==> config.mk <==
export PLATFORM = sky130hd
export DESIGN_NAME = xbar_slice
export DESIGN_NICKNAME = d
export VERILOG_FILES = /design/src/rtl/xbar_pkg.sv /design/src/rtl/xbar_decode.sv /design/src/rtl/xbar_route.sv /design/src/rtl/xbar_membuf.sv /design/src/rtl/xbar_slice.sv
export SDC_FILE = /design/constraint.sdc
export NUM_CORES = 1
export LEC_CHECK = 0
export BUFFER_PORTS_ARGS = -buffer_cell sky130_fd_sc_hd__buf_2
export CAP_MARGIN = 20
export CORE_ASPECT_RATIO = 0.9
export CORE_UTILIZATION = 40
export DETAILED_ROUTE_END_ITERATION = 10
export SLEW_MARGIN = 10
export SYNTH_ARGS = -nofsm -noshare
export SYNTH_HDL_FRONTEND = slang
export SYNTH_SLANG_ARGS = --single-unit
==> constraint.sdc <==
create_clock -name clk -period 5.3 [get_ports clk]
set_clock_uncertainty 0.1 [all_clocks]
set_input_delay 1.325 -clock clk [delete_from_list [all_inputs] [get_ports clk]]
set_output_delay 1.325 -clock clk [all_outputs]
set_load 0.05 [all_outputs]
==> src/rtl/xbar_pkg.sv <==
package xbar_pkg;

    localparam int BEATS     = 8;            // nibbles per burst
    localparam int PAIRS     = BEATS / 2;    // processor beats per burst
    localparam int WORD_NIBS = 4;            // nibbles per memory word
    localparam int CNT_W     = $clog2(BEATS + 2);

    typedef enum logic [3:0] {
        OP_IDLE   = 4'd0,
        OP_M2I    = 4'd1,
        OP_M2P    = 4'd2,
        OP_P2M    = 4'd3,
        OP_I2M    = 4'd4,
        OP_P2I_S  = 4'd5,
        OP_P2I_B  = 4'd6,
        OP_I2P_S  = 4'd7,
        OP_I2P_B  = 4'd8,
        OP_TEST_E = 4'd9,
        OP_TEST_O = 4'd10,
        OP_RESET  = 4'd15
    } op_e;

endpackage

==> src/rtl/xbar_decode.sv <==
module xbar_decode
    import xbar_pkg::*;
(
    input  logic [3:0]       cmd_i,
    output op_e              op_o,
    output logic [CNT_W-1:0] len_o
);

    localparam logic [CNT_W-1:0] LEN_NIB  = CNT_W'(BEATS);
    localparam logic [CNT_W-1:0] LEN_PAIR = CNT_W'(PAIRS);
    localparam logic [CNT_W-1:0] LEN_SGL  = CNT_W'(3);
    localparam logic [CNT_W-1:0] LEN_XB   = CNT_W'(BEATS + 1);

    always_comb begin
        op_o  = OP_IDLE;
        len_o = '0;
        case (cmd_i)
            4'd1:  begin op_o = OP_M2I;    len_o = LEN_NIB;  end
            4'd2:  begin op_o = OP_M2P;    len_o = LEN_PAIR; end
            4'd3:  begin op_o = OP_P2M;    len_o = LEN_PAIR; end
            4'd4:  begin op_o = OP_I2M;    len_o = LEN_NIB;  end
            4'd5:  begin op_o = OP_P2I_S;  len_o = LEN_SGL;  end
            4'd6:  begin op_o = OP_P2I_B;  len_o = LEN_XB;   end
            4'd7:  begin op_o = OP_I2P_S;  len_o = LEN_SGL;  end
            4'd8:  begin op_o = OP_I2P_B;  len_o = LEN_XB;   end
            4'd9:  op_o = OP_TEST_E;
            4'd10: op_o = OP_TEST_O;
            4'd15: op_o = OP_RESET;
            default: op_o = OP_IDLE;   // unused codes behave as idle
        endcase
    end

endmodule

==> src/rtl/xbar_route.sv <==
module xbar_route
    import xbar_pkg::*;
#(
    parameter int NIB_W = 4
) (
    input  logic                   clk,
    input  logic                   rst_n,
    input  op_e                    op_i,
    input  logic [CNT_W-1:0]       len_i,
    input  logic [2*NIB_W-1:0]     prc_in_i,
    input  logic [NIB_W-1:0]       io_in_i,
    input  logic [BEATS*NIB_W-1:0] rb_data_i,
    output logic [2*NIB_W-1:0]     prc_out_o,
    output logic                   prc_oe_o,
    output logic [NIB_W-1:0]       io_out_o,
    output logic                   io_oe_o,
    output logic [BEATS-1:0]       wb_we_o,
    output logic [BEATS*NIB_W-1:0] wb_data_o,
    output logic                   tmem_en_o,
    output logic [4*NIB_W-1:0]     tmem_word_o,
    output logic                   clr_o,
    output logic                   busy_o
);

    localparam int PW = 2 * NIB_W;
    localparam int BW = BEATS * NIB_W;

    typedef struct packed {
        logic             active;
        op_e              op;
        logic [CNT_W-1:0] cnt;
        logic [CNT_W-1:0] last;
        logic [BW-1:0]    stage;
        logic [PW-1:0]    prc_out;
        logic             prc_oe;
        logic [NIB_W-1:0] io_out;
        logic             io_oe;
    } route_s;

    route_s q, d;
    int     ci;

    always_comb begin
        d           = q;
        d.prc_oe    = 1'b0;
        d.io_oe     = 1'b0;
        wb_we_o     = '0;
        wb_data_o   = '0;
        tmem_en_o   = 1'b0;
        tmem_word_o = {prc_in_i, prc_in_i};
        clr_o       = 1'b0;
        ci          = int'(q.cnt);

        if (op_i == OP_RESET) begin
            d.active = 1'b0;
            clr_o    = 1'b1;
        end else if (!q.active) begin
            case (op_i)
                OP_IDLE: ;
                OP_TEST_E, OP_TEST_O: begin
                    d.io_oe   = 1'b1;
                    d.io_out  = (op_i == OP_TEST_E) ? prc_in_i[NIB_W-1:0]
                                                    : prc_in_i[PW-1:NIB_W];
                    tmem_en_o = 1'b1;
                end
                default: begin
                    d.active = 1'b1;
                    d.op     = op_i;
                    d.cnt    = '0;
                    d.last   = len_i - 1'b1;
                end
            endcase
        end else begin
            case (q.op)
                OP_M2I: begin
                    d.io_out = rb_data_i[ci*NIB_W +: NIB_W];
                    d.io_oe  = 1'b1;
                end
                OP_M2P: begin
                    d.prc_out = rb_data_i[ci*PW +: PW];
                    d.prc_oe  = 1'b1;
                end
                OP_P2M: begin
                    wb_we_o[2*ci +: 2]     = 2'b11;
                    wb_data_o[ci*PW +: PW] = prc_in_i;
                end
                OP_I2M: begin
                    wb_we_o[ci]                  = 1'b1;
                    wb_data_o[ci*NIB_W +: NIB_W] = io_in_i;
                end
                OP_P2I_S: begin
                    if (ci == 0) begin
                        d.stage[PW-1:0] = prc_in_i;
                    end else begin
                        d.io_out = q.stage[(ci-1)*NIB_W +: NIB_W];
                        d.io_oe  = 1'b1;
                    end
                end
                OP_P2I_B: begin
                    if (ci < PAIRS) d.stage[ci*PW +: PW] = prc_in_i;
                    if (ci >= 1) begin
                        d.io_out = q.stage[(ci-1)*NIB_W +: NIB_W];
                        d.io_oe  = 1'b1;
                    end
                end
                OP_I2P_S: begin
                    if (ci < 2) begin
                        d.stage[ci*NIB_W +: NIB_W] = io_in_i;
                    end else begin
                        d.prc_out = q.stage[PW-1:0];
                        d.prc_oe  = 1'b1;
                    end
                end
                OP_I2P_B: begin
                    if (ci < BEATS) d.stage[ci*NIB_W +: NIB_W] = io_in_i;
                    if (ci >= 2) begin
                        d.prc_oe = 1'b1;
                        if (ci % 2 == 0) d.prc_out = q.stage[(ci/2-1)*PW +: PW];
                    end
                end
                default: ;
            endcase
            if (q.cnt == q.last) d.active = 1'b0;
            else                 d.cnt    = q.cnt + 1'b1;
        end
    end

    always_ff @(posedge clk or negedge rst_n) begin
        if (!rst_n) begin
            q        <= '0;
            q.op     <= OP_IDLE;
        end else begin
            q <= d;
        end
    end

    assign prc_out_o = q.prc_out;
    assign prc_oe_o  = q.prc_oe;
    assign io_out_o  = q.io_out;
    assign io_oe_o   = q.io_oe;
    assign busy_o    = q.active;

    // the two narrow ports are never both destinations
    assert_dest_exclusive_R14: assert property (@(posedge clk) disable iff (!rst_n)
        !(prc_oe_o && io_oe_o));

    // a non-reset command during a burst leaves the route in place
    assert_busy_hold_R11: assert property (@(posedge clk) disable iff (!rst_n)
        (q.active && q.cnt != q.last && op_i != OP_RESET) |=> (q.active && $stable(q.op)));

    // reset command silences the narrow ports on the next cycle
    assert_reset_quiet_R13: assert property (@(posedge clk) disable iff (!rst_n)
        (op_i == OP_RESET) |=> (!q.active && !prc_oe_o && !io_oe_o));

    // memory-to-I/O keeps the I/O port driven for every beat
    assert_m2i_drive_R3: assert property (@(posedge clk) disable iff (!rst_n)
        (q.active && q.op == OP_M2I && op_i != OP_RESET) |=> io_oe_o);

    // an accepted test command drives the I/O port next cycle
    assert_test_io_R12: assert property (@(posedge clk) disable iff (!rst_n)
        (!q.active && (op_i == OP_TEST_E || op_i == OP_TEST_O)) |=> io_oe_o);

endmodule

==> src/rtl/xbar_membuf.sv <==
module xbar_membuf
    import xbar_pkg::*;
#(
    parameter int NIB_W = 4
) (
    input  logic                   clk,
    input  logic                   rst_n,
    input  logic                   rd_stb_i,
    input  logic                   wr_stb_i,
    input  logic [4*NIB_W-1:0]     mem_in_i,
    input  logic [BEATS-1:0]       wb_we_i,
    input  logic [BEATS*NIB_W-1:0] wb_data_i,
    input  logic                   tmem_en_i,
    input  logic [4*NIB_W-1:0]     tmem_word_i,
    input  logic                   clr_i,
    output logic [BEATS*NIB_W-1:0] rb_data_o,
    output logic [4*NIB_W-1:0]     mem_out_o,
    output logic                   mem_oe_o
);

    localparam int MW = WORD_NIBS * NIB_W;
    localparam int BW = BEATS * NIB_W;

    typedef struct packed {
        logic [BW-1:0] rb;
        logic          rp;
        logic [BW-1:0] wb;
        logic          wp;
        logic [MW-1:0] mem_out;
        logic          mem_oe;
    } buf_s;

    buf_s          q, d;
    logic [BW-1:0] wb_merged;

    for (genvar g = 0; g < BEATS; g++) begin : g_lane
        assign wb_merged[g*NIB_W +: NIB_W] = wb_we_i[g] ? wb_data_i[g*NIB_W +: NIB_W]
                                                        : q.wb[g*NIB_W +: NIB_W];
    end

    always_comb begin
        d        = q;
        d.mem_oe = 1'b0;
        d.wb     = wb_merged;
        if (clr_i) begin
            d.rp = 1'b0;
            d.wp = 1'b0;
        end else begin
            if (rd_stb_i) begin
                d.rb[(q.rp ? MW : 0) +: MW] = mem_in_i;
                d.rp = ~q.rp;
            end
            if (wr_stb_i) begin
                d.mem_out = q.wb[(q.wp ? MW : 0) +: MW];
                d.mem_oe  = 1'b1;
                d.wp      = ~q.wp;
            end else if (tmem_en_i) begin
                d.mem_out = tmem_word_i;
                d.mem_oe  = 1'b1;
            end
        end
    end

    always_ff @(posedge clk or negedge rst_n) begin
        if (!rst_n) q <= '0;
        else        q <= d;
    end

    assign rb_data_o = q.rb;
    assign mem_out_o = q.mem_out;
    assign mem_oe_o  = q.mem_oe;

    // a write strobe drives the memory port in the following cycle
    assert_wr_drive_R5: assert property (@(posedge clk) disable iff (!rst_n)
        (wr_stb_i && !clr_i) |=> mem_oe_o);

    // with no strobe and no test request the memory port is released
    assert_mem_release_R5: assert property (@(posedge clk) disable iff (!rst_n)
        (!wr_stb_i && !tmem_en_i) |=> !mem_oe_o);

endmodule

==> src/rtl/xbar_slice.sv <==
module xbar_slice
    import xbar_pkg::*;
#(
    parameter int NIB_W = 4
) (
    input  logic                 clk,
    input  logic                 rst_n,
    input  logic [3:0]           cmd,
    input  logic                 mem_rd_stb,
    input  logic                 mem_wr_stb,
    input  logic [4*NIB_W-1:0]   mem_in,
    output logic [4*NIB_W-1:0]   mem_out,
    output logic                 mem_oe,
    input  logic [2*NIB_W-1:0]   prc_in,
    output logic [2*NIB_W-1:0]   prc_out,
    output logic                 prc_oe,
    input  logic [NIB_W-1:0]     io_in,
    output logic [NIB_W-1:0]     io_out,
    output logic                 io_oe
);

    localparam int BW = BEATS * NIB_W;

    op_e              op;
    logic [CNT_W-1:0] len;
    logic [BW-1:0]    rb_data;
    logic [BEATS-1:0] wb_we;
    logic [BW-1:0]    wb_data;
    logic             tmem_en;
    logic [4*NIB_W-1:0] tmem_word;
    logic             clr;
    logic             busy;

    xbar_decode u_dec (
        .cmd_i (cmd),
        .op_o  (op),
        .len_o (len)
    );

    xbar_route #(.NIB_W(NIB_W)) u_route (
        .clk         (clk),
        .rst_n       (rst_n),
        .op_i        (op),
        .len_i       (len),
        .prc_in_i    (prc_in),
        .io_in_i     (io_in),
        .rb_data_i   (rb_data),
        .prc_out_o   (prc_out),
        .prc_oe_o    (prc_oe),
        .io_out_o    (io_out),
        .io_oe_o     (io_oe),
        .wb_we_o     (wb_we),
        .wb_data_o   (wb_data),
        .tmem_en_o   (tmem_en),
        .tmem_word_o (tmem_word),
        .clr_o       (clr),
        .busy_o      (busy)
    );

    xbar_membuf #(.NIB_W(NIB_W)) u_mbuf (
        .clk         (clk),
        .rst_n       (rst_n),
        .rd_stb_i    (mem_rd_stb),
        .wr_stb_i    (mem_wr_stb),
        .mem_in_i    (mem_in),
        .wb_we_i     (wb_we),
        .wb_data_i   (wb_data),
        .tmem_en_i   (tmem_en),
        .tmem_word_i (tmem_word),
        .clr_i       (clr),
        .rb_data_o   (rb_data),
        .mem_out_o   (mem_out),
        .mem_oe_o    (mem_oe)
    );

    // an idle-class code while no route runs leaves the narrow ports off
    assert_idle_code_R2: assert property (@(posedge clk) disable iff (!rst_n)
        (!busy && (cmd == 4'd0 || (cmd >= 4'd11 && cmd <= 4'd14))) |=> (!prc_oe && !io_oe && !busy));

    // no port is driven in the first cycle after reset release
    assert_powerup_quiet_R1: assert property (@(posedge clk)
        (!rst_n) |=> (!prc_oe && !io_oe && !mem_oe));

endmodule

==> results of run 1 <==
==> per-layer routing <==
| layer | part of all wire [%] | vias to the layer above |
|---|---|---|
| li1 | - | 3462 |
| met4 | 2.4 | 0 |
| met2 | 44 | 387 |
| met1 | 46 | 3794 |
| met5 | 0 | - |
| met3 | 7.8 | 57 |
==> area by class of cell <==
type	instances	area share [%]
inverters	19	0.709
flip-flops and latches	142	35.3
clock inverters	13	1.53
multi-input cells	678	50.2
clock buffers	19	4.40
repair buffers	77	4.17
well taps	297	3.69
==> worst max-delay path, delay by kind of cell (launching register included) <==
kind / cells / cell delay (ns)
buffers and inverters: 2 / 0.35
and+or+nand+nor: 3 / 0.68
AOI/OAI and AO/OA: 3 / 1.17
DFF: 1 / 0.75
adders and majority gates: 2 / 0.91
==> logic make-up (layout without fill, tap and decap cells) <==
logic type      after synthesis  after routing  synth area share [%]
mux                         112            112                  16.5
buf+inv                     113            128                  6.02
fa+ha+maj                    13             13                  1.78
simple gates                277            277                  15.5
compound gates              262            262                  20.0
flops                       142            142                  38.9
xor+xnor                     14             14                  1.34
==> power groups by stage <==
stage	registers [uW]	logic [uW]	clock network, uW
2_1_floorplan	1720	2560	0
3_3_place_gp	1960	3010	0
3_5_place_dp	1970	3030	0
4_1_cts	1950	3040	1250
5_1_grt	2020	3330	1300
6_report	1960	3090	1230
==> worst min-delay path by stage <==
stage,depth (start not counted),start,slack [ns],end
after global routing,2,u_mbuf.q[32]$_DFFE_PN0P_,0.42,u_mbuf.q[32]$_DFFE_PN0P_
final,2,u_route.prc_out_o[5]$_DFFE_PN0P_,0.39,u_route.prc_out_o[5]$_DFFE_PN0P_
after floorplan,2,u_mbuf.q[30]$_DFFE_PN0P_,0.35,u_mbuf.q[30]$_DFFE_PN0P_
after detailed placement,2,u_mbuf.q[31]$_DFFE_PN0P_,0.38,u_mbuf.q[31]$_DFFE_PN0P_
after CTS,2,u_mbuf.q[31]$_DFFE_PN0P_,0.39,u_mbuf.q[31]$_DFFE_PN0P_
after global placement,2,u_mbuf.q[33]$_DFFE_PN0P_,0.37,u_mbuf.q[33]$_DFFE_PN0P_
==> synth_stat cells, types with 13 or more instances <==
cell type,n
dfrtp_1,142
nor2_1,83
nand2_1,66
a21oi_1,57
mux2_2,49
clkbuf_1,46
mux2i_1,37
o22ai_1,37
o21ai_0,35
a22o_1,30
buf_4,28
mux4_2,26
nand3_1,26
inv_1,19
a211oi_1,15
ha_1,13
==> state kept, by name (all words and copies together), names as in the netlist <==
register	cells
u_mbuf.q	34
u_route.prc_oe_o	1
u_mbuf.mem_oe_o	1
u_route.prc_out_o	8
u_route.io_out_o	4
u_mbuf.mem_out_o	16
u_route.busy_o	1
u_route.q	40
u_mbuf.rb_data_o	32
u_route.io_oe_o	1
u_route.ci	4
==> through the flow <==
step	setup WS (ns)	instance area [um^2]	total power (uW)	instances	hold slack, ns
2_1_floorplan	1.58	9140	4280	933	0.349
3_3_place_gp	1.48	9460	4970	1213	0.370
3_5_place_dp	1.32	9460	5000	1213	0.380
4_1_cts	1.31	10100	6250	1245	0.394
5_1_grt	0.884	10100	6650	1245	0.422
6_report	1.22	10100	6280	1245	0.390
==> run_results.csv, run 1 <==
group,metric,value,unit
min_path,hold_path.class,"reg2reg",
worst_setup_path,crit_type,"reg2reg",
finish,antenna-diode-count,0,
clock_network,clock-sinks,142,
floorplanning,pin_count,67,
timing,slew_headroom,26.2,%
finish,layout-drive-gt1-share,21.7,%
synthesis,synthArstFlopShare,100,%
grt,grtUsageMet1,34.8,%
power_and_ir_drop,clockPowerShare,19.6,%
timing,final.min_clock_period,4.08,ns
synthesis,synth_area_leaders,"dfrtp_1, mux4_2, mux2_2, mux2i_1, nor2_1",
synthesis,yosys_warnings,0,
finish,area_growth,10.1,%
synthesis,syn_inst,933,
finish,multi_input_area,0.00504,mm^2
clock_network,cts_setup_buffers,0,
power_and_ir_drop,p_int,3420,uW
timing,hold_viol,0,
synthesis,syn_area_per_cell,9.80,um^2
synthesis,synth_area,0.00914,mm^2
grt,grt_busiest_layer,"met1",
synthesis,ys_types,73,
grt,grtUsageMet2,34.3,%
worst_setup_path,cp-end-kind,"register",
floorplanning,fp.dieW,161,um
timing,setup_tns,0,ns
clock_network,clockRootBuffer,"clkbuf_16",
worst_setup_path,arrival,4.29,ns
drt,vias,7700,
drt,first_pass_iters,11,
clock_network,clockBufferDepth,2,
synthesis,ys_seq_area_share,38.9,%
worst_setup_path,start_kind,"register",
synthesis,synth_edf_count,0,
finish,seq_area,0.00355,mm^2
grt,grt_usage,23.7,%
clock_network,clk_pin_slew,0.06,ns
grt,grtUsageMet3,5.22,%
grt,overflow,0,
grt,antenna_found_initial,0,
worst_setup_path,reg2reg_depth,10,
finish,n_fill_cell,2130,
grt,grt_pass1_vias,7231,
drt,drt-initial-drc-count,972,
drt,drt-total-wl,26.9,mm
worst_setup_path,startpoint,"u_route.ci[2]$_DFFE_PN0P_",
timing,fmax,245,MHz
finish,final_cell_mix,"dfrtp_1, nor2_1, nand2_1",
worst_setup_path,path_cells,"inv_1 > ha_1 > nand2b_1 > inv_1 > ha_1 > nand3b_1 > a211oi_1 > nand2_1 > a21o_1 > a22o_1",
timing,max_slew.worst_pin.slew,1.10,ns
drt,drc_errors,1,
power_and_ir_drop,power_frac_seq,31.3,%
worst_setup_path,path_max_fanout,20,
floorplanning,start_util,40.7,%
worst_setup_path,cp_data_required_time,5.52,ns
timing,finalMaxSlewViolations,0,
power_and_ir_drop,netSwitchingFraction,45.5,%
grt,grt_start_max_net_pins,92,
run_status,violations,"design-rule violations",
drt,viasPerCell,6.18,
flow_run,cap_violations,0,
finish,final_common_cell,"dfrtp_1",
synthesis,synth-main-ff-cell,"dfrtp_1",
finish,finish.utilization,44.8,%
synthesis,ys_seq_elements,142,
worst_setup_path,reg2reg_slack,1.22,ns
place,dp_hpwl,19.4,mm
clock_network,cts.repair.resized,0,
floorplanning,die_y,145,um
clock_network,htreeDepth,4,
worst_setup_path,r2r_end,"u_route.q[45]$_DFFE_PN0P_",
place,place.gp.congestion,0.917,
synthesis,yosys.area.top_type_share,38.9,%
timing,rsz0062_at_grt,"false",
timing,setup_viol,0,
floorplanning,core,0.0224,mm^2
clock_network,cts_hold_buf,0,
timing,min_period_over_period,76.9,%
clock_network,cts_made_buffers,17,
floorplanning,die_area,0.0235,mm^2
clock_network,clk-insertion-delay-late,0.43,ns
power_and_ir_drop,power_density,625,mW/mm^2
power_and_ir_drop,irDropWorstVdd,0.252,mV
run_status,status,"finished with violations",
synthesis,synth_area_leader_cell,"dfrtp_1",
finish,final_nets,984,
clock_network,cts_tree,"yes",
drt,final_antenna_net_count,0,
worst_setup_path,reg2reg_from,"u_route.ci[2]$_DFFE_PN0P_",
power_and_ir_drop,pwr-share-comb,49.1,%
power_and_ir_drop,leakagePower,0.00419,uW
grt,grt_pass1_wl,42.6,mm
place,portBuffers,66,
worst_setup_path,cpMaxStageDelayCell,"dfrtp_1",
drt,avgRoutedWirePerCell,21.6,um
floorplanning,std_cell_rows,52,
worst_setup_path,slowest_delay,0.75,ns
power_and_ir_drop,p_sw,2860,uW
worst_setup_path,crit_path_end,"u_route.q[45]$_DFFE_PN0P_",
synthesis,synth_nets,982,
(Power assumes the default switching activity.)
==> run 2, diff against run 1 <==
==> constraint.sdc (replaced) <==
create_clock -name clk -period 4.1 [get_ports clk]
set_clock_uncertainty 0.1 [all_clocks]
set_input_delay 1.025 -clock clk [delete_from_list [all_inputs] [get_ports clk]]
set_output_delay 1.025 -clock clk [all_outputs]
set_load 0.05 [all_outputs]
==> run 2 against run 1 <==
Effect of this change: highest routed layer unchanged; largest power group unchanged; combinational power up 33%; critical path depth up 1; sequential share of layout area down 0.30 points; non-clock buffer count up 10; the run now ends clean.
==> run_results.csv, run 2 (synthesis results as in run 1) <==
group,metric,value,unit
run_status,status,"finished, final reports clean",
worst_setup_path,crit_path_end,"u_mbuf.q[19]$_DFFE_PN0P_",
place,place.gp.congestion,0.955,
clock_network,clockRootBuffer,"clkbuf_16",
grt,grt_usage,24.3,%
floorplanning,fp.dieW,161,um
drt,first_pass_iters,7,
drt,final_antenna_net_count,0,
timing,hold_viol,0,
timing,setup_viol,0,
grt,overflow,0,
place,portBuffers,66,
worst_setup_path,reg2reg_depth,11,
finish,n_fill_cell,2179,
min_path,hold_path.class,"reg2reg",
floorplanning,pin_count,67,
finish,final_nets,994,
timing,min_period_over_period,83.9,%
place,dpl-instance-area,0.00955,mm^2
clock_network,clockBufferDepth,2,
power_and_ir_drop,power_density,811,mW/mm^2
place,dp_hpwl,20.2,mm
floorplanning,die_y,145,um
drt,vias,7706,
clock_network,clock-sinks,142,
timing,finalMaxSlewViolations,0,
place,dp_cells,1223,
drt,drt-initial-drc-count,1053,
clock_network,htreeDepth,4,
timing,rsz0062_at_grt,"false",
finish,fin_area,0.0101,mm^2
timing,setup_tns,0,ns
clock_network,cts_setup_buffers,0,
timing,fmax,291,MHz
clock_network,cts_made_buffers,17,
power_and_ir_drop,irDropWorstVdd,0.436,mV
drt,drc_errors,0,
worst_setup_path,reg2reg_slack,0.66,ns
clock_network,cts.repair.resized,0,
clock_network,clk_pin_slew,0.07,ns
finish,largest_reg_flops,40,
finish,largest_register,"u_route.q",
finish,layout-drive-gt1-share,22.7,%
finish,stdcell_count,1255,
finish,area_growth,11.0,%
clock_network,cts_hold_buf,0,
grt,grt_pass1_wl,43.8,mm
worst_setup_path,path_max_fanout,12,
worst_setup_path,startpoint,"u_route.ci[1]$_DFFE_PN0P_",
drt,avgRoutedWirePerCell,22.1,um
worst_setup_path,crit_type,"reg2reg",
power_and_ir_drop,p_total,8220,uW
worst_setup_path,cp_data_required_time,4.38,ns
worst_setup_path,cp-end-kind,"register",
floorplanning,core,0.0224,mm^2
drt,drt-total-wl,27.8,mm
floorplanning,std_cell_rows,52,
grt,grt_start_max_net_pins,78,
flow_run,cap_violations,0,
worst_setup_path,r2r_end,"u_mbuf.q[19]$_DFFE_PN0P_",
clock_network,clk-insertion-delay-late,0.43,ns
worst_setup_path,reg2reg_from,"u_route.ci[1]$_DFFE_PN0P_",
finish,final_cell_mix,"dfrtp_1, nor2_1, nand2_1",
grt,grt_pass1_vias,7372,
worst_setup_path,arrival,3.72,ns
worst_setup_path,start_kind,"register",
power_and_ir_drop,leakagePower,0.00426,uW
drt,viasPerCell,6.14,
floorplanning,start_util,40.7,%
finish,antenna-diode-count,0,
finish,final_common_cell,"dfrtp_1",
timing,final.min_clock_period,3.44,ns
timing,max_slew.worst_pin.slew,1.04,ns
timing,slew_headroom,30.3,%
grt,antenna_found_initial,0,
floorplanning,die_area,0.0235,mm^2
clock_network,cts_tree,"yes",
-- run 2: metrics by stage --
step	worst slack (ns)	util (%)	hold WS, ns
after global placement	0.851	42.5	0.364
after floorplan	0.377	-	0.349
after global routing	0.495	45.2	0.392
after detailed placement	0.767	42.5	0.370
after CTS	0.729	45.2	0.384
final	0.658	45.2	0.378
-- run 2: worst min path at each step --
stage / startpoint / endpoint / slack [ns] / depth (start not counted)
2_1_floorplan: u_mbuf.q[30]$_DFFE_PN0P_ / u_mbuf.q[30]$_DFFE_PN0P_ / 0.35 / 2
3_3_place_gp: u_mbuf.q[32]$_DFFE_PN0P_ / u_mbuf.q[32]$_DFFE_PN0P_ / 0.36 / 2
3_5_place_dp: u_mbuf.q[32]$_DFFE_PN0P_ / u_mbuf.q[32]$_DFFE_PN0P_ / 0.37 / 2
4_1_cts: u_mbuf.q[32]$_DFFE_PN0P_ / u_mbuf.q[32]$_DFFE_PN0P_ / 0.38 / 2
5_1_grt: u_mbuf.q[31]$_DFFE_PN0P_ / u_mbuf.q[31]$_DFFE_PN0P_ / 0.39 / 2
6_report: u_mbuf.q[32]$_DFFE_PN0P_ / u_mbuf.q[32]$_DFFE_PN0P_ / 0.38 / 2
-- run 2: layer usage --
layer	track usage (%)	up-vias	wire length, um	part of all wire (%)
li1	-	3498	-	-
met4	5.85	0	368	1.3
met2	35.7	337	12400	44
met1	36.3	3842	12900	47
met3	5.47	29	2150	7.7
met5	0	-	0	0
-- run 2: report_power, final --
part	switching, uW	total (uW)	internal, uW	leakage (uW)
clock network	717	1590	871	0.000296
registers	599	2510	1910	0.00180
logic	2490	4120	1630	0.00216
total	3800	8220	4420	0.00426
-- run 2: layout make-up --
class / instances / area, um^2 / area share, %
multi-input combinational: 678 / 5040 / 49.7
sequential: 142 / 3550 / 35.0
timing repair buffer: 87 / 507 / 5.00
clock buffer: 17 / 425 / 4.19
tap: 297 / 372 / 3.66
clock inverter: 15 / 169 / 1.67
inverter: 19 / 71.3 / 0.703
-- run 2: worst max-delay path: stages, from the launching register on --
cell and delay, ns:
dfrtp_1 0.38, inv_1 0.06, buf_4 0.19, ha_1 0.31, nand2b_1 0.17, inv_1 0.08
ha_1 0.28, or4b_2 0.68, nor3_2 0.48, and3_1 0.34, a22o_1 0.16, mux2_2 0.14
==> run 3, diff against run 2 <==
==> constraint.sdc (replaced) <==
create_clock -name clk -period 3.2 [get_ports clk]
set_clock_uncertainty 0.1 [all_clocks]
set_input_delay 0.8 -clock clk [delete_from_list [all_inputs] [get_ports clk]]
set_output_delay 0.8 -clock clk [all_outputs]
set_load 0.05 [all_outputs]
==> run 3 against run 2 <==
Effect of this change: the run now ends with design-rule violations left; clock-buffer cell count increased by 1; hold slack got worse by 0.16 ns; routed wire length decreased by 1.6%; clock power is 25% higher; core utilization rose by 0.98 points; register-to-register slack got worse by 0.46 ns; worst setup slack worse by 0.46 ns; final cell count grew 1.9%; die area did not move; maximum frequency increased by 15%; sequential share of layout area is 0.74 points lower; global-route usage fell by 0.29 points; critical path type unchanged; critical endpoint is now u_mbuf.q[34]$_DFFE_PN0P_; largest cell class unchanged; largest power group unchanged.
==> run_results.csv, run 3 (synthesis results as in run 1) <==
group,metric,value,unit
clock_network,cts_setup_buffers,0,
floorplanning,die_y,145,um
finish,final_cell_mix,"dfrtp_1, nor2_1, nand2_1",
floorplanning,pin_count,67,
flow_run,cap_violations,0,
run_status,status,"finished with violations",
place,dpl-instance-area,0.00977,mm^2
worst_setup_path,cp-end-kind,"register",
timing,slew_headroom,37.9,%
worst_setup_path,path_max_fanout,10,
worst_setup_path,crit_type,"reg2reg",
power_and_ir_drop,irDropWorstVdd,0.469,mV
timing,final.min_clock_period,3.00,ns
clock_network,clk_pin_slew,0.07,ns
floorplanning,core,0.0224,mm^2
worst_setup_path,arrival,3.23,ns
worst_setup_path,start_kind,"register",
timing,finalMaxSlewViolations,0,
clock_network,htreeDepth,4,
clock_network,clock-sinks,142,
clock_network,cts_hold_buf,0,
floorplanning,fp.dieW,161,um
grt,grt_usage,24.1,%
finish,largest_reg_flops,40,
timing,fmax,333,MHz
run_status,violations,"design-rule violations",
drt,avgRoutedWirePerCell,21.4,um
drt,drt-total-wl,27.3,mm
finish,antenna-diode-count,0,
clock_network,cts_tree,"yes",
drt,first_pass_iters,10,
drt,drc_errors,1,
finish,final_nets,1018,
timing,max_slew.worst_pin.slew,0.930,ns
timing,setup_viol,0,
timing,min_period_over_period,93.9,%
drt,vias,7783,
worst_setup_path,cp_data_required_time,3.42,ns
finish,largest_register,"u_route.q",
clock_network,cts.repair.resized,0,
finish,area_growth,13.4,%
grt,overflow,0,
place,portBuffers,66,
drt,drt-initial-drc-count,829,
timing,rsz0062_at_grt,"true",
clock_network,clockBufferDepth,2,
grt,grt_pass1_wl,43.1,mm
place,dp_hpwl,20.3,mm
grt,grt_pass1_vias,7339,
power_and_ir_drop,leakagePower,0.00438,uW
grt,antenna_found_initial,0,
drt,final_antenna_net_count,0,
finish,final_common_cell,"dfrtp_1",
clock_network,clk-insertion-delay-late,0.44,ns
finish,layout-drive-gt1-share,25.3,%
floorplanning,start_util,40.7,%
finish,fin_area,0.0104,mm^2
floorplanning,std_cell_rows,52,
finish,finish.utilization,46.2,%
power_and_ir_drop,power_density,1030,mW/mm^2
clock_network,clockRootBuffer,"clkbuf_16",
worst_setup_path,reg2reg_from,"u_route.ci[1]$_DFFE_PN0P_",
grt,grt_start_max_net_pins,60,
worst_setup_path,startpoint,"u_route.ci[1]$_DFFE_PN0P_",
clock_network,cts_made_buffers,17,
place,place.gp.congestion,1.00,
drt,viasPerCell,6.09,
floorplanning,die_area,0.0235,mm^2
timing,hold_viol,0,
min_path,hold_path.class,"in2async",
[run 3: cell types whose count changed in the layout (fill, tap and decap cells not counted), sizes merged]
cell      previous run  this run
clkinvlp             0         2
clkinv               4         2
clkbuf              17        18
buf                 87       111
bufinv               1         0
[run 3: per-stage QoR]
| stage | cells | worst slack [ns] | total power [uW] | hold slack (ns) | setup TNS, ns |
|---|---|---|---|---|---|
| floorplan | 933 | 0.00456 | 7140 | 0.349 | 0 |
| global placement | 1247 | 0.240 | 8530 | 0.364 | 0 |
| detailed placement | 1247 | 0.204 | 8560 | 0.370 | 0 |
| CTS | 1279 | 0.175 | 10600 | 0.239 | 0 |
| global route | 1279 | -0.0178 | 11300 | 0.263 | -0.0575 |
| finish | 1279 | 0.197 | 10700 | 0.217 | 0 |
[run 3: critical path, cell delays in order, from the launching register on]
cell	delay [ns]
dfrtp_1	0.39
clkinvlp_4	0.12
ha_4	0.18
nand2b_1	0.16
inv_1	0.07
ha_1	0.38
nand2b_1	0.08
o22ai_1	0.39
or3_1	0.39
a21o_1	0.27
mux2_2	0.35
[run 3: where the power goes]
group          internal, uW  total (uW)  switching [uW]
Combinational          2260        5570            3310
Clock                  1060        1990             928
Sequential             2450        3120             663
[run 3: path summary, 6_finish.rpt]
check / end / slack (ns) / cells past startpoint
setup / recovery: u_mbuf.q[34]$_DFFE_PN0P_ / 0.20 / 10
hold / removal: u_mbuf.mem_out_o[12]$_DFFE_PN0P_ / 0.22 / 1
setup reg to reg: u_mbuf.q[34]$_DFFE_PN0P_ / 0.20 / 10
hold reg to reg: u_mbuf.q[32]$_DFFE_PN0P_ / 0.38 / 2
max in group asynchronous: u_route.prc_out_o[6]$_DFFE_PN0P_ / 2.07 / 2
min in group clk: u_mbuf.q[32]$_DFFE_PN0P_ / 0.38 / 2
[run 3: layout make-up]
class                      count  area (um^2)
sequential                   142         3550
timing repair buffer         111          687
inverter                      19         75.1
tap                          297          372
multi-input combinational    678         5090
clock inverter                14          144
clock buffer                  18          439
fill                        2119        12100
[run 3: routing by layer]
metal,up-vias,global-route usage [%],wire length [um]
met5,-,0,0
met4,0,7.83,633
met3,56,5.73,2260
met2,397,35.1,11900
met1,3783,35.0,12600
li1,3547,-,-
